### src/rtl/dacr_pkg.sv
package dacr_pkg;
  // Strobes that share one synchronizer bank
  typedef struct packed {
    logic cs_n;
    logic wr_n;
    logic ld_n;
  } strobe_t;

  localparam strobe_t STROBE_IDLE = '{cs_n: 1'b1, wr_n: 1'b1, ld_n: 1'b1};
endpackage

### src/rtl/dacr_sync.sv
module dacr_sync #(
  parameter int W      = 1,
  parameter int STAGES = 2,
  parameter logic [W-1:0] RST_VAL = '0
) (
  input  logic         clk,
  input  logic         rst,
  input  logic [W-1:0] d,
  output logic [W-1:0] q
);
  logic [W-1:0] stage_q [STAGES];

  genvar s;
  generate
    for (s = 0; s < STAGES; s++) begin : g_stage
      if (s == 0) begin : g_first
        always_ff @(posedge clk) begin
          if (rst) stage_q[s] <= RST_VAL;
          else     stage_q[s] <= d;
        end
      end else begin : g_next
        always_ff @(posedge clk) begin
          if (rst) stage_q[s] <= RST_VAL;
          else     stage_q[s] <= stage_q[s-1];
        end
      end
    end
  endgenerate

  assign q = stage_q[STAGES-1];
endmodule

### src/rtl/dacr_wr_edge.sv
module dacr_wr_edge (
  input  logic clk,
  input  logic rst,
  input  logic wr_s,
  input  logic cs_s,
  output logic cap
);
  logic wr_prev;

  always_ff @(posedge clk) begin
    if (rst) wr_prev <= 1'b1;
    else     wr_prev <= wr_s;
  end

  // Rising write edge qualified by select low at that edge
  assign cap = wr_s & ~wr_prev & ~cs_s;
endmodule

### src/rtl/dacr_chan.sv
module dacr_chan #(
  parameter int DW = 13
) (
  input  logic          clk,
  input  logic          rst,
  input  logic          wen,
  input  logic [DW-1:0] wdata,
  input  logic          xfer,
  output logic [DW-1:0] in_q,
  output logic [DW-1:0] dac_q
);
  always_ff @(posedge clk) begin
    if (rst)      in_q <= '0;
    else if (wen) in_q <= wdata;
  end

  always_ff @(posedge clk) begin
    if (rst)       dac_q <= '0;
    else if (xfer) dac_q <= in_q;
  end
endmodule

### src/rtl/dac_bank_regs.sv
module dac_bank_regs #(
  parameter int NCH = 8,
  parameter int DW  = 13,
  parameter int AW  = $clog2(NCH)
) (
  input  logic              clk,
  input  logic              rst,
  input  logic              cs_n,
  input  logic              wr_n,
  input  logic              ld_n,
  input  logic              clr_n,
  input  logic [AW-1:0]     addr,
  input  logic [DW-1:0]     din,
  output logic [NCH*DW-1:0] dac_code,
  output logic [NCH-1:0]    gnd_force
);
  import dacr_pkg::*;

  localparam int SW = $bits(strobe_t);
  localparam int PW = AW + DW;

  strobe_t          strobe_raw, strobe_s;
  logic [PW-1:0]    bus_s;
  logic [AW-1:0]    cap_addr;
  logic [DW-1:0]    cap_data;
  logic             wr_cap;
  logic             ld_sync;
  logic [NCH*DW-1:0] in_flat;
  logic [NCH*DW-1:0] dac_flat;

  assign strobe_raw = '{cs_n: cs_n, wr_n: wr_n, ld_n: ld_n};

  dacr_sync #(.W(SW), .STAGES(2), .RST_VAL(STROBE_IDLE)) u_strobe_sync (
    .clk(clk), .rst(rst), .d(strobe_raw), .q(strobe_s)
  );

  // Address/data delayed to stay aligned with the synchronized strobes
  dacr_sync #(.W(PW), .STAGES(2), .RST_VAL('0)) u_bus_dly (
    .clk(clk), .rst(rst), .d({addr, din}), .q(bus_s)
  );

  assign cap_addr = bus_s[PW-1:DW];
  assign cap_data = bus_s[DW-1:0];
  assign ld_sync  = ~strobe_s.ld_n;

  dacr_wr_edge u_edge (
    .clk(clk), .rst(rst), .wr_s(strobe_s.wr_n), .cs_s(strobe_s.cs_n), .cap(wr_cap)
  );

  genvar c;
  generate
    for (c = 0; c < NCH; c++) begin : g_ch
      dacr_chan #(.DW(DW)) u_chan (
        .clk  (clk),
        .rst  (rst),
        .wen  (wr_cap && (cap_addr == AW'(c))),
        .wdata(cap_data),
        .xfer (ld_sync),
        .in_q (in_flat[c*DW +: DW]),
        .dac_q(dac_flat[c*DW +: DW])
      );
    end
  endgenerate

  assign dac_code  = dac_flat;
  assign gnd_force = {NCH{~clr_n}};
endmodule

### config.mk
export PLATFORM = sky130hd
export DESIGN_NAME = dac_bank_regs
export DESIGN_NICKNAME = d
export VERILOG_FILES = /design/src/rtl/dacr_pkg.sv /design/src/rtl/dacr_sync.sv /design/src/rtl/dacr_wr_edge.sv /design/src/rtl/dacr_chan.sv /design/src/rtl/dac_bank_regs.sv
export SDC_FILE = /design/constraint.sdc
export NUM_CORES = 1
export LEC_CHECK = 0
export BUFFER_PORTS_ARGS = -buffer_cell sky130_fd_sc_hd__buf_2
export CAP_MARGIN = 0
export CORE_ASPECT_RATIO = 1.1
export CORE_UTILIZATION = 53
export CTS_BUF_LIST = sky130_fd_sc_hd__clkbuf_8
export CTS_CLUSTER_DIAMETER = 80
export CTS_CLUSTER_SIZE = 8
export DETAILED_ROUTE_END_ITERATION = 8
export GPL_ROUTABILITY_DRIVEN = 0
export GPL_TIMING_DRIVEN = 0
export PLACE_DENSITY = 0.88
export REMOVE_ABC_BUFFERS = 1
export SLEW_MARGIN = 10
export SYNTH_ARGS = -nofsm -noshare
export SYNTH_HDL_FRONTEND = slang
export SYNTH_SLANG_ARGS = --single-unit
### constraint.sdc
create_clock -name clk -period 1.4 [get_ports clk]
set_input_delay 0.21 -clock clk [delete_from_list [all_inputs] [get_ports clk]]
set_output_delay 0.21 -clock clk [all_outputs]
set_load 0.02 [all_outputs]
# == Yosys cells after proc, flatten, opt, wreduce, memory -nomap -nowiden ==
# Memories as Yosys holds them, arrays and structs flattened.
# Cells that the tools add are included.
# totals
regBits,209
mem_bits_rw,38
inputBits,22
out_inout_bits,112
wordCells,51
memories,2
# op_classes
n_eq_ne,7
n_mux,7
bitwise_logic,9
reduce_logical,9
# mem_list
name,depth,width,read_ports,rd_clocked_by_memory_dff,wr,line,source
u_bus_dly.stage_q,2,16,2,0,2,dacr_sync.sv:11,logic [W-1:0] stage_q [STAGES];
u_strobe_sync.stage_q,2,3,2,0,2,dacr_sync.sv:11,
# ops
operator,n
$mux W16,2
$eq A3 B3 Y1 const B,4
$logic_and A1 B1 Y1,8
$eq A3 B2 Y1 const B,2
$mux W3,2
$or A1 B1 Y1,4
$eq A3 B1 Y1 const B,1
$logic_not A3 Y1,1
$mux W1,3
$not A1 Y1,3
$and A1 B1 Y1,2

# == Longest topological paths before layout ==
# depth
depth_word,4
ltp_mapped,5
ltp_nobuf,3

# == By module ==
# A second synthesis with hierarchy kept.
# unflattened
cells_unflattened,779
hier_area_um2,8863.5
# modules_own_cells
mod,instances,cells_each,area_per_inst_um2,seq_area_each_um2
dacr_chan,8,85,955.9,520.5
dacr_sync at u_bus_dly,1,67,863.3,640.6
dacr_sync at u_strobe_sync,1,12,157.7,120.1
dac_bank_regs,1,17,156.4,0.0
dacr_wr_edge,1,3,38.8,20.0

# == Least setup slack after synthesis ==
# No wires, ideal clock.
# synth_timing
kind,reg2reg
startpoint,memory u_strobe_sync.stage_q[1][2] (netlist bit)
endpoint,register g_ch[5].u_chan.in_q[10]
setup_ns,0.072
arrival_ns,1.253
required_ns,1.328
setup_slack_ns,0.075
stages_incl_launch_ff,6
path_buffers,2
period_less_slack_ns,1.325
path_cell_list,dfxtp_1 and4bb_2 buf_2 nand2_1 buf_4 mux2i_1
# synth_lines
item,line,source
"start, declared",dacr_sync.sv:11,
"end signal, assigned",dacr_chan.sv:14,else if (wen) in_q <= wdata;
"end, declared",dacr_chan.sv:9,"output logic [DW-1:0] in_q,"

==> out/summary.txt <==
Global-route wire length before repair -> 27.13 mm
CP Launch Point -> u_strobe_sync.stage_q[1][2]
Complex-gate fraction of the synthesized area -> 0%
CTS sink cnt -> 247
GRT overflow -> 0
H-tree levels -> 2
Xor/xnor share of the synthesized area -> 0%
Reg2Reg Depth -> 5
Global Route Usage Sum -> 20.21%
HPWL Detailed -> 9.943 mm
Vias in the first global route -> 5428
CTS tree -> done
Placed Instances -> 1071
DP Worst Slack -> -465.2 ps
#FFs+latches synth -> 247
Worst-skew pair later-pin latency -> 500 ps
Sequential area share after synthesis -> 55.83%
Pwr dens -> 1169 nW/um^2
P_int -> 9.663 mW
Routed vias/inst -> 4.986
Distinct cell type count after synthesis -> 19
Mapped Cells -> 800
Die Y-Extent -> 137.6 um
Root Buffer -> clkbuf_8
Final Cycle Share -> 99.76%
CP Capture Type -> flip-flop
Inserted Diodes -> 0
Final Max Tran Viols -> 0
Yosys warns -> 0
Die Footprint -> 17230 sq um
MaxCap Viol Count -> 0
Pin count of the biggest net entering global routing -> 134
Iter 0 DRT Violations -> 298
Mux cell area share after synthesis -> 23.51%
Run status -> finished, violations left
Setup WS post-layout -> 3.299 ps
FMAX -> 716.0 MHz
Final hold vios -> 0
Vias -> 5689
Critical path peak fanout -> 13
Sequential Area -> 4952 sq um
Main combinational cell family by area after synthesis -> multiplexers
Adder-cell share of the synthesized area -> 0%
Commonest non-fill, non-tap cell in the layout -> dfxtp_1
TritonCTS buffer count -> 36
Leakage power -> 5.537 nW
Mapped Area -> 8856 sq um
Violations in the final reports -> design-rule violations
Tightest Pin Transition -> 479.4 ps
Sequential share of power -> 57.8%
Area delta synth->final -> 18.68%
Gate power share -> 3.8%
Min-Delay Startpoint -> rst
Final min period -> 1397 ps
HP Class -> in2reg
Final Cell Area -> 10510 sq um
Sw Pwr -> 2.625 mW
Clock power share -> 38.4%
Worst Hold Depth -> 2
Crit Path Class -> reg2reg
Starting Density -> 54.10%
Layout cells sized above 1 -> 22.31%
R2R Path Start -> u_strobe_sync.stage_q[1][2]
Buffer levels on the longest clock path -> 3
Worst-path clk slew -> 60 ps
Initial antenna violation count -> 0
Drt wl/cell -> 15.69 um
Drc violations -> 8
Finished Layout Cells -> 1141
Avg Cell Area, Syn -> 11.07 sq um
Net Sw Frac -> 21.36%
Post-DRT Antenna Nets -> 0
Core Region -> 16370 sq um
Routed wire length -> 17.90 mm
Critical path startpoint category -> flip-flop
Number of detailed-route iterations in the first pass -> 8
Pwr Total -> 12.29 mW
Simple-gate share of the synthesized area -> 16.70%
Area after DPL -> 9527 sq um
Clock skew -> 19.55 ps
Most frequent cells in the layout -> dfxtp_1, mux2i_1, buf_2
Die Wd -> 125.3 um
Slew HR -> 68.04%
Crit path DAT -> 1760 ps
IO buf count -> 133
Worst VDD drop -> 842.0 uV
I/O pins -> 134
Unrepaired setup endpoints after global routing -> true
Multi-input logic area -> 3635 sq um
Final Util -> 64.21%
Setup violators final -> 0
# fillers -> 1252
NumNets Final -> 958
WP data required -> 1760 ps
Std-Cell Rows -> 49
## power groups by stage
| stage | registers, mW | clock network (mW) | logic (mW) |
|---|---|---|---|
| floorplan | 7.29 | 0 | 0.211 |
| global placement | 7.31 | 0 | 0.382 |
| detailed placement | 7.26 | 0 | 0.392 |
| CTS | 7.10 | 4.83 | 0.467 |
| global route | 7.10 | 5.11 | 0.502 |
| finish | 7.10 | 4.71 | 0.472 |
## synth_stat cells
master | number | area [sq um]
nor2_1 | 105 | 394.1
nand3_2 | 2 | 20.02
nand2_2 | 2 | 12.51
clkbuf_1 | 22 | 82.58
buf_1 | 8 | 30.03
mux2i_1 | 208 | 2082
and2_1 | 1 | 6.260
and2_0 | 1 | 6.260
nand2_1 | 4 | 15.01
or2_2 | 7 | 43.79
buf_6 | 1 | 11.26
and4bb_2 | 1 | 12.51
nor4b_4 | 1 | 23.77
dfxtp_1 | 247 | 4945
buf_4 | 13 | 97.59
nand2b_1 | 117 | 732.0
inv_1 | 1 | 3.750
buf_2 | 25 | 125.1
nor2b_1 | 34 | 212.7
## cell families after synthesis
logic type             Yosys count
buffers and inverters           70
DFF                            247
muxes                          208
and+or+nand+nor                275
## metal layers
layer | global-route usage (%) | wire, um
met5 | 0 | 0
met4 | 6.978 | 290
met3 | 4.660 | 910
met2 | 36.19 | 8814
met1 | 23.89 | 7886
## path summary, 6_finish.rpt
check	end	slack, ps
max reg2reg	g_ch[0].u_chan.in_q[7]	3
max	g_ch[0].u_chan.in_q[7]	3
min	u_bus_dly.stage_q[0][5]	90
min reg2reg	u_strobe_sync.stage_q[1][1]	420
## worst max-delay path, cell delays in order, from the launching register on
cell and delay (ps):
dfxtp_2 330, nor4b_4 250, buf_4 170, buf_4 120, nand2_4 200, mux2i_1 180
## registers in the layout, summed over array words and instances, names as in the netlist
register,cells
g_ch.u_chan.dac_q,104
g_ch.u_chan.in_q,104
u_bus_dly.stage_q,32
u_edge.wr_prev,1
u_strobe_sync.stage_q,6
## area by class of cell
type                    count  area share, %
flip-flops and latches    247          47.12
well taps                 204          2.429
multi-input cells         483          34.58
clock inverters             2        0.07143
clock buffers              37          4.845
inverters                   1        0.03571
repair buffers            167          10.92
## what timing repair did
action | CTS | global route
buffers inserted | 8 | 1
gates resized for setup | 10 | 15
gates cloned | 2 | 1
hold buffers | 19 | 0
hold endpoints to repair | 19 | 0
pin swaps | 3 | 0
endpoints found under the setup margin | 146 | 99
## through the flow
step / TNS (ps) / hold slack [ps]
floorplan: -279290 / 281.6
global placement: -724650 / 391.6
detailed placement: -46320 / 399.4
CTS: -5450 / 151.4
global route: -1153 / 97.83
finish: 0 / 85.85
Note: power is estimated with default switching activity, not from simulation.
